File: config.mk
export PLATFORM = sky130hd
export DESIGN_NAME = tmr_channel
export DESIGN_NICKNAME = d
export VERILOG_FILES = /design/src/rtl/tmr_pkg.sv /design/src/rtl/tmr_edge.sv /design/src/rtl/tmr_ctrl.sv /design/src/rtl/tmr_core.sv /design/src/rtl/tmr_channel.sv
export SDC_FILE = /design/constraint.sdc
export NUM_CORES = 1
export LEC_CHECK = 0
export ABC_AREA = 1
export BUFFER_PORTS_ARGS = -buffer_cell sky130_fd_sc_hd__buf_4
export CORE_UTILIZATION = 59
export DETAILED_ROUTE_END_ITERATION = 16
export HOLD_SLACK_MARGIN = 0.12
export PLACE_DENSITY = 0.88
export SYNTH_ARGS = -nofsm -noshare
export SYNTH_HDL_FRONTEND = slang
export SYNTH_SLANG_ARGS = --single-unit
File: constraint.sdc
create_clock -name clk -period 2.3 [get_ports clk]
set_input_delay 0.115 -clock clk [delete_from_list [all_inputs] [get_ports clk]]
set_output_delay 0.115 -clock clk [all_outputs]
set_load 0.02 [all_outputs]
File: src/rtl/tmr_pkg.sv
`timescale 1ns/1ps
package tmr_pkg;

  typedef enum logic [2:0] {
    M_TC_INT    = 3'd0,
    M_ONESHOT   = 3'd1,
    M_RATE      = 3'd2,
    M_SQUARE    = 3'd3,
    M_SW_STROBE = 3'd4,
    M_HW_STROBE = 3'd5
  } tmr_mode_e;

  // Codes with bit 1 set fold onto the two periodic modes.
  function automatic tmr_mode_e norm_mode(input logic [2:0] raw);
    if (raw[1]) return tmr_mode_e'({1'b0, raw[1:0]});
    return tmr_mode_e'(raw);
  endfunction

  // Modes whose count is started by a gate edge, not by the count write.
  function automatic logic gate_started(input tmr_mode_e m);
    return (m == M_ONESHOT) || (m == M_HW_STROBE);
  endfunction

  function automatic logic is_periodic(input tmr_mode_e m);
    return (m == M_RATE) || (m == M_SQUARE);
  endfunction

endpackage

File: src/rtl/tmr_edge.sv
`timescale 1ns/1ps
module tmr_edge (
  input  logic clk,
  input  logic rst_n,
  input  logic lvl,
  output logic rise
);
  logic lvl_q;

  always_ff @(posedge clk or negedge rst_n) begin
    if (!rst_n) lvl_q <= 1'b0;
    else        lvl_q <= lvl;
  end

  assign rise = lvl & ~lvl_q;

  // a trigger edge is a single-cycle event
  a_r9_rise_single: assert property (@(posedge clk) disable iff (!rst_n)
    rise |=> !rise);

endmodule

File: src/rtl/tmr_ctrl.sv
`timescale 1ns/1ps
module tmr_ctrl
  import tmr_pkg::*;
#(
  parameter int W = 16
) (
  input  logic         clk,
  input  logic         rst_n,
  input  logic         mode_wr,
  input  tmr_mode_e    mode_nx,
  input  logic [2:0]   mode_sel,
  input  logic         count_wr,
  input  logic [W-1:0] count_in,
  input  logic         tick,
  input  logic         gate_rise,
  output tmr_mode_e    mode_q,
  output logic [W-1:0] init_q,
  output logic         load_go,
  output logic         trig_go
);
  logic armed_q;
  logic load_pend_q;
  logic trig_pend_q;
  logic trig_mode;
  logic no_wr;

  assign no_wr     = !mode_wr && !count_wr;
  assign trig_mode = gate_started(mode_q) || is_periodic(mode_q);

  always_ff @(posedge clk or negedge rst_n) begin
    if (!rst_n) begin
      mode_q      <= M_TC_INT;
      init_q      <= '0;
      armed_q     <= 1'b0;
      load_pend_q <= 1'b0;
      trig_pend_q <= 1'b0;
    end else if (mode_wr) begin
      mode_q      <= mode_nx;
      armed_q     <= 1'b0;
      load_pend_q <= 1'b0;
      trig_pend_q <= 1'b0;
    end else if (count_wr) begin
      init_q      <= count_in;
      armed_q     <= 1'b1;
      load_pend_q <= !gate_started(mode_q);
      trig_pend_q <= 1'b0;
    end else if (tick) begin
      load_pend_q <= 1'b0;
      trig_pend_q <= 1'b0;
    end else if (gate_rise) begin
      trig_pend_q <= 1'b1;
    end
  end

  assign load_go = tick && no_wr && load_pend_q;
  assign trig_go = tick && no_wr && armed_q && trig_mode && (trig_pend_q || gate_rise);

  // alias codes 6 and 7 land on the periodic modes
  a_r1_mode_alias: assert property (@(posedge clk) disable iff (!rst_n)
    (mode_wr && mode_sel[1]) |=> (mode_q == M_RATE || mode_q == M_SQUARE));

endmodule

File: src/rtl/tmr_core.sv
`timescale 1ns/1ps
module tmr_core
  import tmr_pkg::*;
#(
  parameter int W = 16
) (
  input  logic         clk,
  input  logic         rst_n,
  input  tmr_mode_e    mode,
  input  tmr_mode_e    mode_nx,
  input  logic [W-1:0] init,
  input  logic         mode_wr,
  input  logic         count_wr,
  input  logic         tick,
  input  logic         gate,
  input  logic         load_go,
  input  logic         trig_go,
  output logic [W-1:0] cnt,
  output logic         out
);
  localparam logic [W-1:0] ONE = W'(1);
  localparam logic [W-1:0] TWO = W'(2);

  // Full length of a count, zero standing for 2^W.
  function automatic logic [W:0] fn_span(input logic [W-1:0] v);
    logic [W:0] s;
    s = {1'b0, v};
    if (v == '0) s[W] = 1'b1;
    return s;
  endfunction

  function automatic logic [W-1:0] fn_high_len(input logic [W-1:0] v);
    return W'((fn_span(v) + 1'b1) >> 1);
  endfunction

  function automatic logic [W-1:0] fn_low_len(input logic [W-1:0] v);
    return W'(fn_span(v) >> 1);
  endfunction

  logic run_q;
  logic out_q;
  logic step;
  logic gated_mode;

  assign gated_mode = !gate_started(mode);
  assign step       = tick && run_q && (gate || !gated_mode);

  always_ff @(posedge clk or negedge rst_n) begin
    if (!rst_n) begin
      cnt   <= '0;
      out_q <= 1'b1;
      run_q <= 1'b0;
    end else if (mode_wr) begin
      run_q <= 1'b0;
      out_q <= (mode_nx != M_TC_INT);
    end else if (count_wr) begin
      run_q <= 1'b0;
      out_q <= (mode != M_TC_INT);
    end else if (load_go || trig_go) begin
      run_q <= 1'b1;
      cnt   <= (mode == M_SQUARE) ? fn_high_len(init) : init;
      out_q <= (mode != M_ONESHOT) && (mode != M_TC_INT);
    end else if (step) begin
      case (mode)
        M_TC_INT, M_ONESHOT: begin
          cnt <= cnt - 1'b1;
          if (cnt == ONE) begin
            out_q <= 1'b1;
            run_q <= 1'b0;
          end
        end
        M_RATE: begin
          if (cnt == ONE) begin
            cnt   <= init;
            out_q <= 1'b1;
          end else begin
            cnt <= cnt - 1'b1;
            if (cnt == TWO) out_q <= 1'b0;
          end
        end
        M_SQUARE: begin
          if (cnt == ONE) begin
            out_q <= ~out_q;
            cnt   <= out_q ? fn_low_len(init) : fn_high_len(init);
          end else begin
            cnt <= cnt - 1'b1;
          end
        end
        default: begin
          if (!out_q) begin
            out_q <= 1'b1;
            run_q <= 1'b0;
          end else begin
            cnt <= cnt - 1'b1;
            if (cnt == ONE) out_q <= 1'b0;
          end
        end
      endcase
    end
  end

  assign out = out_q;

  // a raised mode-0 output only falls on a write
  a_r2_tc_out_holds: assert property (@(posedge clk) disable iff (!rst_n)
    (mode == M_TC_INT && out && !mode_wr && !count_wr) |=> out);

  // the rate-mode low pulse lasts one enabled tick
  a_r4_rate_low_one: assert property (@(posedge clk) disable iff (!rst_n)
    (mode == M_RATE && !out && tick && gate && !mode_wr && !count_wr) |=> out);

  // strobe is a single enabled tick wide
  a_r6_strobe_one: assert property (@(posedge clk) disable iff (!rst_n)
    (((mode == M_SW_STROBE) && gate) || (mode == M_HW_STROBE)) && !out && tick
      && !mode_wr && !count_wr |=> out);

  // gate low freezes the count in gated modes
  a_r8_gate_freeze: assert property (@(posedge clk) disable iff (!rst_n)
    (gated_mode && !gate && !load_go && !trig_go && !mode_wr && !count_wr)
      |=> $stable(cnt));

endmodule

File: src/rtl/tmr_channel.sv
`timescale 1ns/1ps
module tmr_channel
  import tmr_pkg::*;
#(
  parameter int W = 16
) (
  input  logic         clk,
  input  logic         rst_n,
  input  logic         cnt_en,
  input  logic         gate,
  input  logic         mode_wr,
  input  logic [2:0]   mode_sel,
  input  logic         count_wr,
  input  logic [W-1:0] count_val,
  output logic         out,
  output logic [W-1:0] count
);
  tmr_mode_e    mode_nx;
  tmr_mode_e    mode_q;
  logic [W-1:0] init_q;
  logic         gate_rise;
  logic         load_go;
  logic         trig_go;

  assign mode_nx = norm_mode(mode_sel);

  tmr_edge u_edge (
    .clk  (clk),
    .rst_n(rst_n),
    .lvl  (gate),
    .rise (gate_rise)
  );

  tmr_ctrl #(.W(W)) u_ctrl (
    .clk      (clk),
    .rst_n    (rst_n),
    .mode_wr  (mode_wr),
    .mode_nx  (mode_nx),
    .mode_sel (mode_sel),
    .count_wr (count_wr),
    .count_in (count_val),
    .tick     (cnt_en),
    .gate_rise(gate_rise),
    .mode_q   (mode_q),
    .init_q   (init_q),
    .load_go  (load_go),
    .trig_go  (trig_go)
  );

  tmr_core #(.W(W)) u_core (
    .clk     (clk),
    .rst_n   (rst_n),
    .mode    (mode_q),
    .mode_nx (mode_nx),
    .init    (init_q),
    .mode_wr (mode_wr),
    .count_wr(count_wr),
    .tick    (cnt_en),
    .gate    (gate),
    .load_go (load_go),
    .trig_go (trig_go),
    .cnt     (count),
    .out     (out)
  );

endmodule

# Word-level counts from Yosys, hierarchy flattened
# Index checks and enable logic that the tools add are counted.
[word_totals]
out_inout_bits = 17
in_bits = 25
ff_bits = 41
elab_cells = 111
[classes]
reduce_logical = 34
n_eq_ne = 12
n_addsub = 3
muxes = 48
bitwise_logic = 5
[ops]
columns = ["cell", "n"]
rows = [
  ["$mux 16", 7],
  ["$pmux 16 s3", 1],
  ["$mux 1", 36],
  ["$add 17x1->17 const B", 2],
  ["$eq 16x1->1 const B", 1],
  ["$eq 16x2->1 const B", 1],
  ["$logic_not 16->1", 1],
  ["$sub 16x1->16 const B", 1],
  ["$reduce_and 4->1", 3],
  ["$logic_and 1x1->1", 9],
  ["$reduce_bool 3->1", 3],
  ["$reduce_bool 4->1", 2],
  ["$eq 3x2->1 const B", 2],
  ["$logic_or 1x1->1", 6],
  ["$mux 3", 2],
  ["$ne 6x3->1 const B", 1],
  ["$ne 5x3->1 const B", 1],
  ["$ne 5x4->1 const B", 1],
  ["$ne 5x5->1 const B", 1],
  ["$reduce_bool 5->1", 1],
  ["$ne 4x1->1 const B", 1],
  ["$not 1->1", 4],
  ["$reduce_bool 2->1", 2],
  ["$reduce_or 2->1", 2],
  ["other kinds (9)", 11],
]

# Depth between registers and ports, before layout
[logic_depth]
depth_word = 16
depth_mapped = 13
mapped_depth_nobuf = 13

# Cells and area by module
# A second synthesis with hierarchy kept.
[unflattened]
cells_unflattened = 545
area_unflattened_um2 = 3503.4
[modules_own_cells]
columns = ["mod", "seq_area_each_um2", "area_per_inst_um2", "cells_per_inst", "instances"]
rows = [
  ["tmr_core", 451.7, 2522.4, 436, 1],
  ["tmr_ctrl", 550.5, 935.9, 104, 1],
  ["tmr_edge", 25.0, 35.0, 3, 1],
  ["tmr_channel", 0.0, 10.0, 2, 1],
]

# Least setup slack after synthesis
# Ideal clock, no wire load.
[synth_timing]
kind = "register to register"
start = "register u_core.cnt[1]"
end = "register u_core.cnt[14]"
setup_slack_ps = 453
synth_period_minus_slack_ps = 1847
required_time_ps = 2183
n_path_buf = 0
arrival_ps = 1730
setup_ps = 117
path_stages_with_launch = 12
path_cell_list = "dfrtp_1 inv_1 ha_1 nand3_1 nor2_1 nand2_1 xnor2_1 or2_2 nand2_1 nand2_1 nand2_1 nand2_1"
[synth_between]
elab_chain_cells = 5
word_cells_on_any_way = 8
classes_between = "1 x add/sub; 1 x eq/ne; 6 x mux"
[synth_rtl]
columns = ["item", "line_no", "rtl"]
rows = [
  ["start, declared", "tmr_core.sv:18", "output logic [W-1:0] cnt,"],
  ["start signal, assigned", "tmr_core.sv:61", "cnt <= (mode == M_SQUARE) ? fn_high_len(init) : init;"],
  ["start signal, assigned", "tmr_core.sv:66", "cnt <= cnt - 1'b1;"],
  ["start signal, assigned", "tmr_core.sv:74", "cnt <= init;"],
  ["$sub 16x1->16 or $eq 16x1->1 (tied branches)", "--", ""],
  ["$mux 16 (on tied branches)", "tmr_core.sv:90, tmr_core.sv:73, tmr_core.sv:82", ""],
  ["$pmux 16 s3 (*)", "tmr_core.sv:64", "case (mode)"],
  ["$mux 16 (*)", "tmr_core.sv:63", "end else if (step) begin"],
  ["$mux 16 (*)", "tmr_core.sv:59", "end else if (load_go || trig_go) begin"],
]
# Mark *: on every way between the ends. The rest lies on a longest branch, timed or not. The select of a mux whose other input is x is not followed.
# A chain may end at the register's enable or synchronous reset.

# Worst setup path after layout
[layout_timing]
start = "register u_core.cnt[7]"
end = "register u_core.cnt[2]"
[layout_between]
elab_chain_cells = 5
word_cells_on_any_way = 6
classes_between = "1 x eq/ne; 5 x mux"
[layout_rtl]
columns = ["item", "line_no"]
rows = [
  ["$eq 16x1->1 (*)", "tmr_core.sv:73, tmr_core.sv:82"],
  ["$mux 16 (on tied branches)", "tmr_core.sv:82, tmr_core.sv:73"],
  ["$pmux 16 s3 (*)", "tmr_core.sv:64"],
  ["$mux 16 (*)", "tmr_core.sv:63"],
  ["$mux 16 (*)", "tmr_core.sv:59"],
]
# Marked as above.

==> impl_metrics.env <==
export IMPL_slew_headroom=0.654
export IMPL_wl_per_cell_um=15.2
export IMPL_setup_tns_ns=0
export IMPL_rsz0062_at_grt="no"
export IMPL_max_cap_violations=0
export IMPL_h_tree_depth=2
export IMPL_diodes=0
export IMPL_die_x_um=78.2
export IMPL_routed_via_density=5.83
export IMPL_synth_nets=567
export IMPL_critPathLaunchType="register"
export IMPL_grt_pass1_vias=3560
export IMPL_place_congestion=0.969
export IMPL_cts_max_path_buffers=2
export IMPL_post_synth_num_cell_types=39
export IMPL_design_area_um2=4100
export IMPL_ys_warnings_count=0
export IMPL_status="finished clean"
export IMPL_rows=27
export IMPL_setup_viol=0
export IMPL_first_pass_iters=6
export IMPL_cts_setup_buffers=0
export IMPL_synthTopCellsByArea="dfrtp_1 (29%), nand2_1 (17%), nor2_1 (7.6%)"
export IMPL_p_per_area_nw_per_um2=828
export IMPL_grt_pass1_wl_um=16900
export IMPL_holdCritPathClass="input port to register"
export IMPL_synth_area_um2=3420
export IMPL_clock_skew_ns=0.00960
export IMPL_cts_sinks=41
export IMPL_drc=0
export IMPL_dp_slack_ns=0.254
export IMPL_asyncSetResetFlopFracSynth=1.00
export IMPL_hold_violations=0
export IMPL_synthTopCellsByCount="nand2_1 (158), nor2_1 (69), nand3_1 (50)"
export IMPL_dpl_instance_area_um2=3760
export IMPL_clkLatencyLatePin_ns=0.30
export IMPL_arrival_ns=2.28
export IMPL_io_pins=42
export IMPL_synth_top_area_cell="dfrtp_1"
export IMPL_synth_most_common_cell="nand2_1"
export IMPL_antenna_found_initial=0
export IMPL_synth_edf_count=0
export IMPL_utilization=0.739
export IMPL_drt_iter0_markers=498
export IMPL_ys_seq_area_frac=0.300
export IMPL_syn_inst=537
export IMPL_fp_dieH_um=78.2
export IMPL_crit_fanout=11
export IMPL_hpwl_um=7090
export IMPL_cts_tree="yes"
export IMPL_nFillCells=440
export IMPL_drtAntennaViolNets=0
export IMPL_worst_pin_slew_ns=0.520
export IMPL_fmax_ghz=0.476
export IMPL_ys_ff_latch=41
export IMPL_finalCritPeriodShare=0.913
export IMPL_synth_top_cell_area_share=0.292
export IMPL_portBuffers=41
export IMPL_worst_slack_ns=0.200
export IMPL_syn_area_per_cell_um2=6.38
export IMPL_root_buffer="clkbuf_8"
export IMPL_p_leak_uw=0.00208
export IMPL_grtUsageTotal=0.348
export IMPL_die_area_um2=6110
export IMPL_grt_max_degree=42
export IMPL_vdd_ir_drop_max_mv=0.566
export IMPL_vias=3902
export IMPL_synthFlopType="dfrtp_1"
export IMPL_area_delta_synth_final_pct=19.6
export IMPL_fin_nets=626
export IMPL_path_clk_slew_ns=0.08
export IMPL_cp_end_kind="register"
export IMPL_grt_overflow=0
export IMPL_routed_wl_um=10200
export IMPL_report_final_slew_viol_count=0
export IMPL_cts_made_buffers=5
export IMPL_crit_type="register to register"
export IMPL_core_region_area_um2=5540
export IMPL_drive_above_1_share=0.136
export IMPL_start_util=0.618
export IMPL_period_minus_slack_ns=2.10
export IMPL_worstPathRequired_ns=2.48
==> path summary, 6_finish.rpt <==
path                               start               end  slack (ns)  cells past startpoint
setup / recovery           u_core.cnt[7]     u_core.cnt[2]        0.20                     10
setup reg to reg           u_core.cnt[7]     u_core.cnt[2]        0.20                     10
hold / removal               mode_sel[1]  u_ctrl.mode_q[1]        0.13                      3
max in group asynchronous          rst_n        u_core.out        1.59                      2
min in group asynchronous          rst_n      u_edge.lvl_q        0.33                      2
hold reg to reg             u_core.run_q      u_core.run_q        0.57                      2
==> critical path, stage by stage, from the launching register on <==
cell	delay (ns)
dfrtp_1	0.43
nor2_1	0.16
nand2_1	0.09
nor2_1	0.21
nand3_2	0.29
clkinv_2	0.24
nand2_4	0.12
a21oi_1	0.15
o21ai_0	0.10
nand3_1	0.12
o21ai_2	0.08
==> routing by layer <==
| layer | vias up | GRT usage | share of wire |
|---|---|---|---|
| li1 | 1861 | - | - |
| met1 | 1737 | 0.488 | 0.41 |
| met2 | 267 | 0.557 | 0.46 |
| met3 | 37 | 0.0337 | 0.098 |
| met4 | 0 | 0.126 | 0.034 |
| met5 | - | 0 | 0 |
==> layout make-up <==
type	count	area (µm²)	share of cell area
Multi-Input combinational cell	423	2090	0.509
Inverter	53	200	0.0489
Sequential cell	41	1030	0.251
Tap cell	72	90.1	0.0220
Timing Repair Buffer	72	603	0.147
Clock buffer	8	90.1	0.0220
==> metrics by stage <==
step                hold WS, ns  power (µW)  cells
global placement          0.121        2770    636
detailed placement        0.125        2820    636
CTS                       0.125        3340    669
floorplan                -0.181        2290    537
finish                    0.134        3390    669
global route              0.158        3640    669
==> placed cells by master (no fill, tap or decap), types with 2 or more instances in the layout <==
| master | Yosys | final |
|---|---|---|
| nand2_1 | 158 | 158 |
| nor2_1 | 69 | 69 |
| nand3_1 | 50 | 50 |
| inv_1 | 47 | 47 |
| buf_4 | 1 | 47 |
| a21oi_1 | 42 | 42 |
| dfrtp_1 | 40 | 40 |
| o21ai_0 | 26 | 26 |
| dlygate4sd3_1 | 0 | 25 |
| xor2_1 | 11 | 11 |
| a22oi_1 | 8 | 8 |
| o211ai_1 | 8 | 8 |
| xnor2_1 | 6 | 6 |
| nand4_1 | 6 | 6 |
| clkbuf_8 | 0 | 6 |
| inv_2 | 5 | 5 |
| ha_1 | 5 | 5 |
| nor2_2 | 4 | 4 |
| nor2_4 | 3 | 3 |
| nand2_4 | 3 | 3 |
| nor3_1 | 3 | 3 |
| o21ai_1 | 3 | 3 |
| nand2_2 | 2 | 2 |
| o22ai_1 | 2 | 2 |
| o21ai_2 | 2 | 2 |
| or2_2 | 2 | 2 |
| a21o_1 | 2 | 2 |
| clkbuf_1 | 4 | 2 |
==> state kept, by name, summed over array words and instances (netlist names) <==
| signal | flops |
|---|---|
| u_ctrl.trig_pend_q | 1 |
| u_edge.lvl_q | 1 |
| u_core.out | 1 |
| u_core.cnt | 16 |
| u_ctrl.init_q | 16 |
| u_ctrl.armed_q | 1 |
| u_core.run_q | 1 |
| u_ctrl.mode_q | 3 |
| u_ctrl.load_pend_q | 1 |
==> power breakdown <==
group	total [µW]	internal (µW)	switching, µW
combinational	1740	690	1050
clock	494	245	249
sequential	1160	892	269
total	3390	1830	1570
==> timing repair <==
| item | in CTS | in global routing |
|---|---|---|
| endpoints found under the hold margin | 61 | 0 |
| hold buffers | 25 | 0 |
| setup endpoints to repair | 0 | 0 |
| gates resized for setup | 0 | 0 |
==> kinds of logic after synthesis <==
family / after synthesis / share of synthesized area
flip-flops: 41 / 0.300
XOR/XNOR: 17 / 0.0435
buffers and inverters: 73 / 0.0910
AO/OA/AOI/OAI: 98 / 0.168
adder cells (fa/ha/maj): 5 / 0.0183
multiplexers: 1 / 0.00329
AND/OR/NAND/NOR: 302 / 0.376
(Power assumes the default switching activity.)
